$ cat config.mk
export PLATFORM = sky130hd
export DESIGN_NAME = pdv_detector
export DESIGN_NICKNAME = d
export VERILOG_FILES = /design/src/rtl/pdv_pkg.sv /design/src/rtl/pdv_zero_run.sv /design/src/rtl/pdv_density_window.sv /design/src/rtl/pdv_detector.sv
export SDC_FILE = /design/constraint.sdc
export NUM_CORES = 1
export LEC_CHECK = 0
export BUFFER_PORTS_ARGS = -buffer_cell sky130_fd_sc_hd__buf_4
export CAP_MARGIN = 0
export CORE_AREA = 2 2 159 115
export CTS_CLUSTER_SIZE = 25
export DETAILED_ROUTE_END_ITERATION = 16
export DIE_AREA = 0 0 161 117
export HOLD_SLACK_MARGIN = 0.15
export PLACE_DENSITY_LB_ADDON = 0.25
export SLEW_MARGIN = 15
export SYNTH_ARGS = -nofsm -noshare
export SYNTH_HDL_FRONTEND = slang
export SYNTH_HIERARCHICAL = 1
export SYNTH_SLANG_ARGS = --single-unit
export TNS_END_PERCENT = 100
$ cat constraint.sdc
create_clock -name clk -period 2.9 [get_ports clk]
set_clock_uncertainty 0.15 [all_clocks]
set_input_delay 0.58 -clock clk [delete_from_list [all_inputs] [get_ports clk]]
set_output_delay 0.58 -clock clk [all_outputs]
set_load 0.03 [all_outputs]
$ cat src/rtl/pdv_pkg.sv
package pdv_pkg;
  localparam int unsigned PDV_MAX_ZEROS = 15;   // longest legal zero run
  localparam int unsigned PDV_WINDOW    = 192;  // density window in bits
  localparam int unsigned PDV_MIN_ONES  = 24;   // fewest ones allowed per window

  typedef struct packed {
    logic zero_run;
    logic low_density;
  } pdv_cond_t;
endpackage

$ cat src/rtl/pdv_zero_run.sv
module pdv_zero_run #(
  parameter int unsigned MAX_ZEROS = 15
) (
  input  logic clk,
  input  logic rst_n,
  input  logic bit_valid,
  input  logic bit_data,
  output logic run_viol
);
  localparam int unsigned SAT = MAX_ZEROS + 1;
  localparam int unsigned CW  = $clog2(SAT + 1);

  logic [CW-1:0] run_cnt;

  always_ff @(posedge clk or negedge rst_n) begin
    if (!rst_n) begin
      run_cnt <= '0;
    end else if (bit_valid) begin
      if (bit_data)                 run_cnt <= '0;
      else if (run_cnt != CW'(SAT)) run_cnt <= run_cnt + 1'b1;
    end
  end

  assign run_viol = (run_cnt == CW'(SAT));

  a_r4_no_wrap: assert property (@(posedge clk) disable iff (!rst_n)
    run_cnt <= CW'(SAT));
  a_r3_one_clears: assert property (@(posedge clk) disable iff (!rst_n)
    (bit_valid && bit_data) |=> (run_cnt == '0));
  a_r5_idle_holds_run: assert property (@(posedge clk) disable iff (!rst_n)
    !bit_valid |=> $stable(run_cnt));
endmodule

$ cat src/rtl/pdv_density_window.sv
module pdv_density_window #(
  parameter int unsigned WINDOW   = 192,
  parameter int unsigned MIN_ONES = 24
) (
  input  logic clk,
  input  logic rst_n,
  input  logic bit_valid,
  input  logic bit_data,
  output logic dens_viol
);
  localparam int unsigned CW = $clog2(WINDOW + 1);

  logic [WINDOW-1:0] hist;
  logic [CW-1:0]     ones_cnt;
  logic [CW-1:0]     fill_cnt;
  logic              filled;
  logic              oldest;

  assign oldest = hist[WINDOW-1];
  assign filled = (fill_cnt == CW'(WINDOW));

  always_ff @(posedge clk or negedge rst_n) begin
    if (!rst_n) begin
      hist     <= '0;
      ones_cnt <= '0;
      fill_cnt <= '0;
    end else if (bit_valid) begin
      hist     <= {hist[WINDOW-2:0], bit_data};
      ones_cnt <= ones_cnt + CW'(bit_data) - CW'(oldest);
      if (!filled) fill_cnt <= fill_cnt + 1'b1;
    end
  end

  assign dens_viol = filled && (ones_cnt < CW'(MIN_ONES));

  a_r6_ones_within_fill: assert property (@(posedge clk) disable iff (!rst_n)
    ones_cnt <= fill_cnt);
  a_r7_fill_no_overrun: assert property (@(posedge clk) disable iff (!rst_n)
    fill_cnt <= CW'(WINDOW));
  a_r5_idle_holds_window: assert property (@(posedge clk) disable iff (!rst_n)
    !bit_valid |=> ($stable(ones_cnt) && $stable(fill_cnt)));
endmodule

$ cat src/rtl/pdv_detector.sv
module pdv_detector
  import pdv_pkg::*;
#(
  parameter int unsigned MAX_ZEROS = PDV_MAX_ZEROS,
  parameter int unsigned WINDOW    = PDV_WINDOW,
  parameter int unsigned MIN_ONES  = PDV_MIN_ONES
) (
  input  logic clk,
  input  logic rst_n,
  input  logic bit_valid,
  input  logic bit_data,
  output logic pdv_event,
  output logic pdv_status
);
  pdv_cond_t cond;
  logic      any_q;
  logic      any_now;

  pdv_zero_run #(.MAX_ZEROS(MAX_ZEROS)) u_run (
    .clk(clk), .rst_n(rst_n), .bit_valid(bit_valid), .bit_data(bit_data),
    .run_viol(cond.zero_run)
  );

  pdv_density_window #(.WINDOW(WINDOW), .MIN_ONES(MIN_ONES)) u_dens (
    .clk(clk), .rst_n(rst_n), .bit_valid(bit_valid), .bit_data(bit_data),
    .dens_viol(cond.low_density)
  );

  assign any_now = cond.zero_run | cond.low_density;

  always_ff @(posedge clk or negedge rst_n) begin
    if (!rst_n) any_q <= 1'b0;
    else        any_q <= any_now;
  end

  assign pdv_status = any_now;
  assign pdv_event  = any_now & ~any_q;

  a_r8_event_single: assert property (@(posedge clk) disable iff (!rst_n)
    pdv_event |=> !pdv_event);
  a_r8_event_with_status: assert property (@(posedge clk) disable iff (!rst_n)
    pdv_event |-> pdv_status);
  a_r2_run_sets_status: assert property (@(posedge clk) disable iff (!rst_n)
    cond.zero_run |-> pdv_status);
  a_r6_density_sets_status: assert property (@(posedge clk) disable iff (!rst_n)
    cond.low_density |-> pdv_status);
endmodule

* Yosys cells after proc, flatten, opt, wreduce, memory -nomap -nowiden
Index checks and enable logic that the tools add are counted.
Word-level totals: register bits 214
Cells by class: add/subtract/negate cells 4, order comparisons 1, equal/unequal tests 3, muxes and demuxes 2, bitwise logic cells 4, reduce and logical (&&, ||, !) cells 4
Operators by type and width (count):
- 2-to-1 mux 5 bit | 2
- adder 8 x 1 -> 8 bit | 1
- adder 8 x 1 -> 8 bit, second input constant | 1
- == test 8 bit, second input constant | 1
- less-than comparator 8 x 5 -> 1 bit, second input constant | 1
- subtractor 8 x 1 -> 8 bit | 1
- adder 5 x 1 -> 5 bit, second input constant | 1
- == test 5 bit, second input constant | 1
- != test 5 bit, second input constant | 1
- AND reduction 2 bit | 2
- inverter 1 bit | 2
- nonzero test 2 bit | 1
- AND 1 bit | 1
- logical AND 1 bit | 1
- bitwise OR 1 bit | 1

* Logic depth before layout (Yosys ltp)
depth in word-level cells 4, depth in mapped cells 10, gate-level depth less buffers 10

* By module
Netlist, hierarchy kept.
Modules (own cells, without submodules):
- pdv_density_window | instances 1, cells each 521, area each 8154.1 um2, sequential area each 5205.0 um2
- pdv_zero_run | instances 1, cells each 30, area each 304.0 um2, sequential area each 125.1 um2
- pdv_detector | instances 1, cells each 3, area each 41.3 um2, sequential area each 25.0 um2

* Worst setup path before layout
No wires, ideal clock.
kind register -> output, start register u_dens.fill_cnt[3], end output pdv_status, data arrival time 1864 ps, data required time 2170 ps, setup slack 306 ps, cell stages (with the launch flop) 5, cell sequence dfrtp_1 or3b_1 or4_4 a2111oi_4 or2_1
RTL lines:
- start, declared | RTL line pdv_density_window.sv:15 | logic [CW-1:0] fill_cnt;
- start signal, assigned | RTL line pdv_density_window.sv:30 | if (!filled) fill_cnt <= fill_cnt + 1'b1;
- end, declared | RTL line pdv_detector.sv:13 | output logic pdv_status

==> results.json <==
{
  "p_seq_share_pct": 47.3,
  "worstSkewPairLatency_ns": 0.49,
  "crit_type": "reg2out",
  "ant_nets": 0,
  "fillCellCount": 1407,
  "drc": 0,
  "synthTopCellsByArea": "dfrtp_1 (63%), mux2_1 (14%), mux2_2 (12%), ha_1 (1.9%), inv_1 (0.84%)",
  "critical_path_required_ns": 2.17,
  "netlist_area_um2": 8500,
  "worstReg2RegEnd": "u_dens/ones_cnt[6]",
  "intPower_uw": 5400,
  "antenna_found_initial": 0,
  "grtUsageTotal_pct": 13.3,
  "postSynth.asyncResetShare_pct": 100,
  "dpl_cell_area_um2": 8870,
  "drt_iter0_markers": 266,
  "cp_max_fo": 2,
  "crit_arrival_ns": 2.27,
  "dp_hpwl_um": 7000,
  "violations": "setup timing",
  "peakVddDrop_uv": 327,
  "min-delay-path-class": "in2reg",
  "synth_cell_type_count": 45,
  "p_clk_share_pct": 35.8,
  "first_pass_iters": 4,
  "wirelength_um": 11500,
  "die_y_um": 117,
  "fin_crit_ns": 3.00,
  "grt_max_degree": 85,
  "final_cell_mix": "dfrtp_1 (214), mux2_1 (104), mux2_2 (90)",
  "p_sw_uw": 1900,
  "dpl.cell_count": 780,
  "min_to": "u_dens/hist[0]",
  "relSlewSlack_pct": 53.0,
  "via_count": 4234,
  "routed_wire_length_per_instance_um": 13.9,
  "place_congestion": 0.745,
  "max_cap_viol_count": 0,
  "hold_viol": 0,
  "power_uw": 7300,
  "finalNonFillerCells": 827,
  "ys_ff_latch": 214,
  "max_freq_mhz": 333,
  "die_w_um": 161,
  "cts_made_buffers": 21,
  "num_rows": 41,
  "netlist.area_leader.share_pct": 63.0,
  "antenna_cells": 0,
  "grt_pass1_wl_um": 21000,
  "place_ws_ns": 0.203,
  "setup_slack_ns": -0.102,
  "grt_overflow_total": 0,
  "swShare_pct": 26.0,
  "start_kind": "register",
  "syn-num-nets": 572,
  "area_growth_pct": 13.3,
  "synth_edf_count": 0,
  "r2r-start": "u_dens/hist[191]",
  "multiInputGateArea_um2": 2970,
  "post-route-cell-area_um2": 9630,
  "min_path_cells": 2,
  "cts_num_sinks": 214,
  "synth_flop_cell": "dfrtp_1",
  "h-tree-depth": 1,
  "yosys_warnings": 6,
  "p_per_area_nw_per_um2": 758,
  "rrSetupSlack_ns": 0.65,
  "cts_root_buf": "clkbuf_16",
  "end_kind": "primary output",
  "leakage_uw": 0.00493,
  "status": "finished with violations",
  "first_global_vias": 4581,
  "combPwrFrac_pct": 16.8,
  "core_area_um2": 17400,
  "final_common_cell": "dfrtp_1",
  "slew_viol_final": 0,
  "cts_tree": "yes",
  "ys_seq_area_share_pct": 63.0,
  "clkTransAtPathRegs_ns": 0.06,
  "port_buffers": 5,
  "synth_largest_area_cell": "dfrtp_1",
  "num-nets-final": 594,
  "syn_inst": 554,
  "dieArea_um2": 18800,
  "ios": 6,
  "reg2reg_depth": 9,
  "worstHoldStart": "bit_data",
  "vias_per_cell": 5.12,
  "synth.avg_cell_area_um2": 15.3,
  "whs_ns": 0.256,
  "clk_path_buf_depth": 3,
  "fin_crit_sh_pct": 104,
  "rsz0062_at_grt": "yes",
  "regArea_um2": 5360,
  "start_util_pct": 48.7,
  "worst_pin_slew_ns": 0.705,
  "drive_gt1_share_pct": 26.6,
  "setup_viol": 2
}
## cells by family after synthesis
group | after synthesis | share of synthesized area (%)
DFF | 214 | 63.0
and+or+nand+nor | 43 | 2.96
adders and majority gates | 14 | 2.15
xor gates and xnor gates | 8 | 0.824
muxes | 196 | 25.9
buffers and inverters | 44 | 2.06
AOI/OAI and AO/OA | 35 | 3.06
## flip-flops by register name (all words and copies together) (netlist names)
| name | count |
|---|---|
| u_dens/hist | 192 |
| u_dens/fill_cnt | 8 |
| u_dens/ones_cnt | 8 |
| u_run/run_cnt | 5 |
| any_q | 1 |
## critical path, cell delays in order (launching register included)
cell,delay (ns)
dfrtp_1,0.38
or3b_4,0.40
or4_4,0.46
a2111oi_4,0.24
o21ba_2,0.20
buf_6,0.12
## repair_timing
action | CTS | global route
buffers inserted | 7 | 1
endpoints found under the setup margin | 2 | 2
hold buffers | 1 | 0
gates resized for setup | 4 | 2
endpoints found under the hold margin | 79 | 0
pin swaps | 3 | 1
## power by group through the flow
stage               Sequential, uW  Combinational [uW]  Clock, uW
floorplan                     3470                 896          0
global placement              3510                1090          0
detailed placement            3520                1140          0
CTS                           3450                1230       2710
global route                  3490                1380       2850
finish                        3450                1230       2610
## synth_stat cells (3+ instances only)
master      n
clkbuf_1    9
xnor2_1     4
o21ai_1     6
o21ai_0     3
xor2_1      4
buf_2       8
buf_1       7
dfrtp_1   214
mux2_2     90
nor2_1     10
nand3_1     5
a21oi_1     7
inv_1      19
mux2_1    104
nand2_1     9
o22ai_1     3
nand4_1     5
ha_1       13
## stage by stage
step | setup TNS (ns) | util, %
4_1_cts | -0.211 | 55.2
3_5_place_dp | 0 | 50.9
2_1_floorplan | 0 | -
6_report | -0.195 | 55.2
5_1_grt | -0.352 | 55.2
3_3_place_gp | 0 | 50.9
## layout make-up
| class | instances | share of cell area, % |
|---|---|---|
| Clock inverter | 7 | 0.702 |
| Sequential cell | 214 | 55.6 |
| Clock buffer | 31 | 6.26 |
| Timing Repair Buffer | 23 | 2.68 |
| Inverter | 20 | 0.780 |
| Multi-Input combinational cell | 296 | 30.9 |
| Tap cell | 236 | 3.07 |
## layer usage
metal	global-route usage [%]	routed length [um]	share of wire, %	vias up
li1	-	-	-	2012
met5	0	0	0	-
met3	3.03	357	3.1	23
met1	17.2	5480	48	2156
met4	4.58	261	2.3	0
met2	22.5	5380	47	43
## worst max-delay path by stage
stage / start / endpoint / slack [ns] / cells past startpoint
after global placement: u_dens/fill_cnt[0] / pdv_event / 0.26 / 7
final: u_dens/fill_cnt[5] / pdv_event / -0.10 / 5
after floorplan: u_dens/fill_cnt[3] / pdv_status / 0.31 / 4
after global routing: u_dens/fill_cnt[3] / pdv_status / -0.18 / 5
after detailed placement: u_dens/fill_cnt[0] / pdv_status / 0.20 / 7
after CTS: u_dens/fill_cnt[5] / pdv_status / -0.11 / 5
Note: power is estimated with default switching activity, not from simulation.
